**config.mk**
```make
export PLATFORM = sky130hd
export DESIGN_NAME = bit6_swizzle
export DESIGN_NICKNAME = d
export VERILOG_FILES = /design/src/rtl/swz_pkg.sv /design/src/rtl/swz_mode_sel.sv /design/src/rtl/swz_tap_decode.sv /design/src/rtl/swz_xor_core.sv /design/src/rtl/bit6_swizzle.sv
export SDC_FILE = /design/constraint.sdc
export NUM_CORES = 1
export LEC_CHECK = 0
export BUFFER_PORTS_ARGS = -buffer_cell sky130_fd_sc_hd__buf_2
export CAP_MARGIN = 15
export CORE_MARGIN = 2
export CORE_UTILIZATION = 30
export DETAILED_ROUTE_END_ITERATION = 8
export GPL_TIMING_DRIVEN = 0
export PLACE_DENSITY = 0.92
export SETUP_SLACK_MARGIN = 0.2
export SYNTH_ARGS = -nofsm -noshare
export SYNTH_HDL_FRONTEND = slang
export SYNTH_SLANG_ARGS = --single-unit
```
**constraint.sdc**
```tcl
create_clock -name vclk -period 5.3
set_input_delay 1.59 -clock vclk [all_inputs]
set_output_delay 1.59 -clock vclk [all_outputs]
set_load 0.005 [all_outputs]
```
**src/rtl/swz_pkg.sv**
```systemverilog
package swz_pkg;

  typedef enum logic [1:0] {
    TILE_LINEAR = 2'd0,
    TILE_X      = 2'd1,
    TILE_Y      = 2'd2,
    TILE_RSVD   = 2'd3
  } tile_e;

  typedef enum logic [2:0] {
    SWZ_OFF      = 3'd0,
    SWZ_A        = 3'd1,
    SWZ_AB       = 3'd2,
    SWZ_AC       = 3'd3,
    SWZ_ABC      = 3'd4,
    SWZ_AD       = 3'd5,
    SWZ_ABD      = 3'd6,
    SWZ_UNKNOWN  = 3'd7
  } swz_mode_e;

endpackage

```
**src/rtl/swz_mode_sel.sv**
```systemverilog
module swz_mode_sel
  import swz_pkg::*;
(
  input  tile_e     tiling,
  input  swz_mode_e x_mode,
  input  swz_mode_e y_mode,
  output swz_mode_e sel_mode
);

  always_comb begin
    case (tiling)
      TILE_X:  sel_mode = x_mode;
      TILE_Y:  sel_mode = y_mode;
      default: sel_mode = SWZ_OFF;
    endcase
  end

endmodule

```
**src/rtl/swz_tap_decode.sv**
```systemverilog
module swz_tap_decode
  import swz_pkg::*;
#(
  parameter int ADDR_W = 36,
  parameter int TAP_A  = 9,
  parameter int TAP_B  = 10,
  parameter int TAP_C  = 11,
  parameter int TAP_D  = 17
) (
  input  swz_mode_e         mode,
  output logic [ADDR_W-1:0] tap_mask,
  output logic              unknown
);

  always_comb begin
    tap_mask = '0;
    unknown  = 1'b0;
    case (mode)
      SWZ_OFF: ;
      SWZ_A:   tap_mask[TAP_A] = 1'b1;
      SWZ_AB:  begin tap_mask[TAP_A] = 1'b1; tap_mask[TAP_B] = 1'b1; end
      SWZ_AC:  begin tap_mask[TAP_A] = 1'b1; tap_mask[TAP_C] = 1'b1; end
      SWZ_ABC: begin
        tap_mask[TAP_A] = 1'b1; tap_mask[TAP_B] = 1'b1; tap_mask[TAP_C] = 1'b1;
      end
      SWZ_AD:  begin tap_mask[TAP_A] = 1'b1; tap_mask[TAP_D] = 1'b1; end
      SWZ_ABD: begin
        tap_mask[TAP_A] = 1'b1; tap_mask[TAP_B] = 1'b1; tap_mask[TAP_D] = 1'b1;
      end
      default: unknown = 1'b1;
    endcase
  end

  // every supported non-off mode includes the base tap
  always_comb begin
    if (!unknown && mode != SWZ_OFF)
      a_r4_base_tap_present: assert (tap_mask[TAP_A])
        else $error("base tap missing for mode %0d", mode);
  end

  // unknown mode contributes no taps
  always_comb begin
    if (unknown)
      a_r10_unknown_no_taps: assert (tap_mask == '0)
        else $error("unknown mode has taps");
  end

endmodule

```
**src/rtl/swz_xor_core.sv**
```systemverilog
module swz_xor_core #(
  parameter int ADDR_W = 36,
  parameter int SWZ_BIT = 6
) (
  input  logic [ADDR_W-1:0] addr_in,
  input  logic [ADDR_W-1:0] tap_mask,
  output logic [ADDR_W-1:0] addr_out
);

  localparam logic [ADDR_W-1:0] KEEP_MASK = ~({{(ADDR_W-1){1'b0}}, 1'b1} << SWZ_BIT);

  logic parity;

  always_comb begin
    parity            = ^(addr_in & tap_mask);
    addr_out          = addr_in;
    addr_out[SWZ_BIT] = addr_in[SWZ_BIT] ^ parity;
  end

  // nothing but the swizzle bit may change
  always_comb begin
    a_r11_only_target_bit: assert (((addr_out ^ addr_in) & KEEP_MASK) == '0)
      else $error("bits other than the swizzle bit changed");
  end

endmodule

```
**src/rtl/bit6_swizzle.sv**
```systemverilog
module bit6_swizzle
  import swz_pkg::*;
#(
  parameter int ADDR_W  = 36,
  parameter int SWZ_BIT = 6,
  parameter int TAP_A   = 9,
  parameter int TAP_B   = 10,
  parameter int TAP_C   = 11,
  parameter int TAP_D   = 17
) (
  input  logic [ADDR_W-1:0] addr_i,
  input  logic [1:0]        tiling_i,
  input  logic [2:0]        x_mode_i,
  input  logic [2:0]        y_mode_i,
  output logic [ADDR_W-1:0] addr_o,
  output logic              unknown_o
);

  swz_mode_e         sel_mode;
  logic [ADDR_W-1:0] tap_mask;
  logic              unk;

  swz_mode_sel u_sel (
    .tiling   (tile_e'(tiling_i)),
    .x_mode   (swz_mode_e'(x_mode_i)),
    .y_mode   (swz_mode_e'(y_mode_i)),
    .sel_mode (sel_mode)
  );

  swz_tap_decode #(
    .ADDR_W (ADDR_W), .TAP_A (TAP_A), .TAP_B (TAP_B),
    .TAP_C  (TAP_C),  .TAP_D (TAP_D)
  ) u_dec (
    .mode     (sel_mode),
    .tap_mask (tap_mask),
    .unknown  (unk)
  );

  swz_xor_core #(.ADDR_W (ADDR_W), .SWZ_BIT (SWZ_BIT)) u_core (
    .addr_in  (addr_i),
    .tap_mask (tap_mask),
    .addr_out (addr_o)
  );

  assign unknown_o = unk;

  // untiled and reserved codes pass through with no flag
  always_comb begin
    if (tiling_i == 2'd0 || tiling_i == 2'd3)
      a_r1_untiled_pass: assert (addr_o == addr_i && !unknown_o)
        else $error("untiled access altered");
  end

  // a flagged access is never swizzled
  always_comb begin
    if (unknown_o)
      a_r10_unknown_pass: assert (addr_o == addr_i)
        else $error("unknown mode altered address");
  end

  // off mode selected leaves the address intact
  always_comb begin
    if ((tiling_i == 2'd1 && x_mode_i == 3'd0) || (tiling_i == 2'd2 && y_mode_i == 3'd0))
      a_r3_off_pass: assert (addr_o == addr_i)
        else $error("off mode altered address");
  end

endmodule

```
**Yosys cells after proc, flatten, opt, wreduce, memory -nomap -nowiden**

Cells that the tools add are included.
W data, S select, Z words.

- Memory bits (writable): 0
- Memories: 0
- Register bits after elaboration: 0
- ROM bits: 0
- Logic and storage cells: 23
- Bits in latches: 0

- Shift-type cells: 0
- Muxes and demuxes: 6
- Bitwise operators: 2
- Reduce and logical (&&, ||, !) cells: 7
- Eq/ne operators: 8
- Div/mod/pow operators: 0
- $lt $le $gt $ge: 0
- Multipliers: 0
- Add/sub/neg operators: 0

Operator list:

| kind | number |
|---|---|
| $and A36 B18 Y36 | 1 |
| $reduce_xor A36 Y1 | 1 |
| $eq A3 B3 Y1 const B | 3 |
| $reduce_or A7 Y1 | 1 |
| $eq A3 B2 Y1 const B | 2 |
| $pmux W3 S2 | 1 |
| $reduce_or A6 Y1 | 1 |
| $mux W1 | 5 |
| $reduce_or A2 Y1 | 2 |
| $eq A3 B1 Y1 const B | 1 |
| $logic_not A3 Y1 | 1 |
| $reduce_or A3 Y1 | 1 |
| $eq A2 B1 Y1 const B | 1 |
| $eq A2 B2 Y1 const B | 1 |
| $xor A1 B1 Y1 | 1 |

**Depth between registers and ports, before layout**

- Depth after elaboration: 8
- Mapped depth: 7
- Mapped depth without buffers: 7

**Modules after synthesis**

A second synthesis with hierarchy kept.

- Cell total of the unflattened synthesis: 159
- Area total of the unflattened synthesis: 1093.5 um^2

By module, submodules not included:

| module | instances | area each (um^2) | seq. area each (um^2) | cells an instance |
|---|---|---|---|---|
| swz_xor_core | 1 | 725.7 | 0.0 | 106 |
| swz_tap_decode | 1 | 301.5 | 0.0 | 43 |
| swz_mode_sel | 1 | 66.3 | 0.0 | 10 |

**Worst setup path before layout**

No wires, ideal clock.

- Path kind: input port to output port
- Start: in tiling_i[0]
- End: out addr_o[6]
- Arrival: 2886 ps
- Path buffers: 0
- Setup slack: 824 ps
- Stages on the path: 7
- Cells stage by stage: inv_1 > ha_1 > a22o_2 > a221o_1 > a211oi_2 > xnor2_1 > xnor2_1

- Longest elaborated chain between the ends: 8
- Elaborated cells between the ends (all ways): 20

Ends and longest elaborated chain:

| item | RTL line | text |
|---|---|---|
| from (decl) | bit6_swizzle.sv:12 | `input logic [1:0] tiling_i,` |
| $eq A2 B2 Y1 / $eq A2 B1 Y1 (equally long branches) | n/a |  |
| $pmux W3 S2 * | swz_mode_sel.sv:11 | `case (tiling)` |
| $eq A3 B1 Y1, or another cell as far along | swz_tap_decode.sv:18 | `case (mode)` |
| $reduce_or A6 Y1 (no source line), or another cell as far along | n/a |  |
| $mux W1 | swz_tap_decode.sv:18 |  |
| $and A36 B18 Y36 * | swz_xor_core.sv:15 | `parity = ^(addr_in & tap_mask);` |
| $reduce_xor A36 Y1 * | swz_xor_core.sv:15 |  |
| $xor A1 B1 Y1 * | swz_xor_core.sv:17 | `addr_out[SWZ_BIT] = addr_in[SWZ_BIT] ^ parity;` |
| to (decl) | bit6_swizzle.sv:15 | `output logic [ADDR_W-1:0] addr_o,` |

Mark *: on every way between the ends. The rest lies on a longest branch, timed or not.

**Final worst setup path**

Ends and elaborated chain as after synthesis.

==> metrics.md <==
| Metric | Value |
|---|---|
| Run status | finished, final reports clean |
| Pwr Total | between 0.00005 and 0.00006 W |
| Pins Over Slew Limit | 0 |
| Cell Pwr Density | approximately 80 nW/um^2 |
| Clkbuf count | 0 |
| Psw | around 0.000020 W |
| Area post-placement | roughly 710 um^2 |
| Tmin final | approximately 4.8 ns |
| Sequential fraction of the synthesis area | 0 |
| Iter 0 DRT Violations | 4 |
| Initial core utilization | 0.329 |
| Sum Neg Setup Slack | 0 ns |
| Area of the multi-input gates | 174 um^2 |
| Min-delay worst type | in -> out |
| Synth cell types | 18 |
| Tcrit/Tclk final | 0.900 |
| Num sequential | 0 |
| Area Growth Syn to Fin | 60.6% |
| Die Area | roughly 1800 um^2 |
| Remaining antenna violation count | 0 |
| Layout cells sized above 1 | 0.840 |
| CP arrival | between 3 and 4 ns |
| Fillers | roughly 140 |
| Max-slew headroom | 0.815 |
| Seq. cell area | 0 um^2 |
| YS warnings | 0 |
| Clock power share | 0 |
| Cell taking the most area after synthesis | buf_4 |
| Vias/cell | around 4.2 |
| Most common cell in the synthesized netlist | buf_4 |
| Final Hold Vio Count | 0 |
| Final GP Congestion | slightly above 0.7 |
| Pre-antenna DRT Iters | 4 |
| # DRC | 0 |
| Core Region | 1350 um^2 |
| Port bufs | 50 |
| Startpoint class of the critical path | input pin |
| Final setup viols | 0 |
| Initial antenna violation count | 0 |
| Worst path required time | roughly 3.7 ns |
| Nets | between 150 and 200 |
| Sw frac | 0.351 |
| Largest net degree at the start of global routing | 7 |
| Mean Syn Cell Area | slightly below 8 um^2 |
| Yosys top cell area share | 0.592 |
| Synth Instances | 56 |
| Vias in the first global route | 398 |
| Largest fanout on the critical path | 4 |
| FP Rows | 13 |
| Die H | about 42 um |
| Maximum VDD drop | 34.4 uV |
| Syn_nets | 102 |
| Die width | about 42 um |
| Total number of vias | about 510 |
| Fmax | around 210 MHz |
| Final Cell Area | between 700 and 800 um^2 |
| Max cap viols | 0 |
| I/O pins | between 80 and 90 |
| Synth area leaders | buf_4 (59%), ha_1 (5.6%), a22oi_4 (4.8%) |
| Post-DR wirelength/cell | 9.14 um |
| Total track usage | 0.103 |
| Post-CTS Hold Buffers | 0 |
| Worst-margin pin slew | around 0.28 ns |
| Flop pwr share | 0 |
| Post-CTS sizing | 0 |
| Global route overflow | 0 |
| Kind of critical path | in -> out |
| Logic gate share of total power | 1.000 |
| Setup Buffers After CTS | 0 |
| RSZ-0062 raised after global routing | false |
| Crit end category | output port |
| Global-route wire length before repair | around 1.6 mm |
| Most instantiated cells after synthesis | buf_4 (35), ha_1 (2), inv_1 (2), nor2_1 (2), xnor2_1 (2) |
| Drt total wl | 1.11 mm |
| Number of diodes | 0 |
| Int Power | ~0.000036 W |
| Synthesized cell area | around 440 um^2 |
| Lkg Pwr | between 0.4 and 0.5 nW |
worst paths after layout:
check	startpoint	endpoint	slack (ns)	cells after the start
min	addr_i[4]	addr_o[4]	3.35	2
max	tiling_i[0]	addr_o[6]	0.53	9
routing by layer:
metal	GRT usage	part of all wire
met1	0.104	0.29
met2	0.228	0.57
met3	0.0129	0.14
met4	0	0
met5	0	0
layout by cell type, fill, tap and decap left out, drive strengths merged:
cell type and instances:
a211oi 1, a221o 1, a22o 1, a22oi 3, a31oi 1, buf 85
ha 2, inv 2, mux2i 1, nand3 1, nand4b 1, nor2 2
nor4 1, o211ai 1, or3 1, xnor2 2
power groups by stage:
stage | combinational, W | clock (W) | sequential [W]
final | 0.0000556 | 0 | 0
after CTS | 0.0000563 | 0 | 0
after global routing | 0.0000604 | 0 | 0
after detailed placement | 0.0000561 | 0 | 0
after global placement | 0.0000545 | 0 | 0
after floorplan | 0.0000341 | 0 | 0
cell families (layout without fill, tap and decap cells):
group	count (synthesis)	in the layout	synth area share
buffers and inverters	37	87	0.608
AOI/OAI and AO/OA	8	8	0.197
and+or+nand+nor	6	6	0.0761
adders and majority gates	2	2	0.0563
xor gates and xnor gates	2	2	0.0394
muxes	1	1	0.0225
critical path, stage by stage:
cell,delay [ns]
buf_2,0.09
inv_1,0.04
ha_1,0.27
a22o_2,0.29
a221o_1,0.27
a211oi_2,0.20
xnor2_1,0.16
xnor2_1,0.14
buf_2,0.13
layout make-up:
type | count | area share
plain buffers | 35 | 0.368
inverters | 2 | 0.0105
multi-input cells | 19 | 0.244
well taps | 15 | 0.0263
repair buffers | 50 | 0.351
metrics by stage:
stage	instances	hold WS [ns]	setup slack [ns]	utilization
2_1_floorplan	56	3.26	0.824	-
3_3_place_gp	121	3.35	0.579	0.528
3_5_place_dp	121	3.35	0.529	0.528
4_1_cts	121	3.35	0.521	0.528
5_1_grt	121	3.35	0.426	0.528
6_report	121	3.35	0.531	0.528
Power figures use the tool's default switching activity.
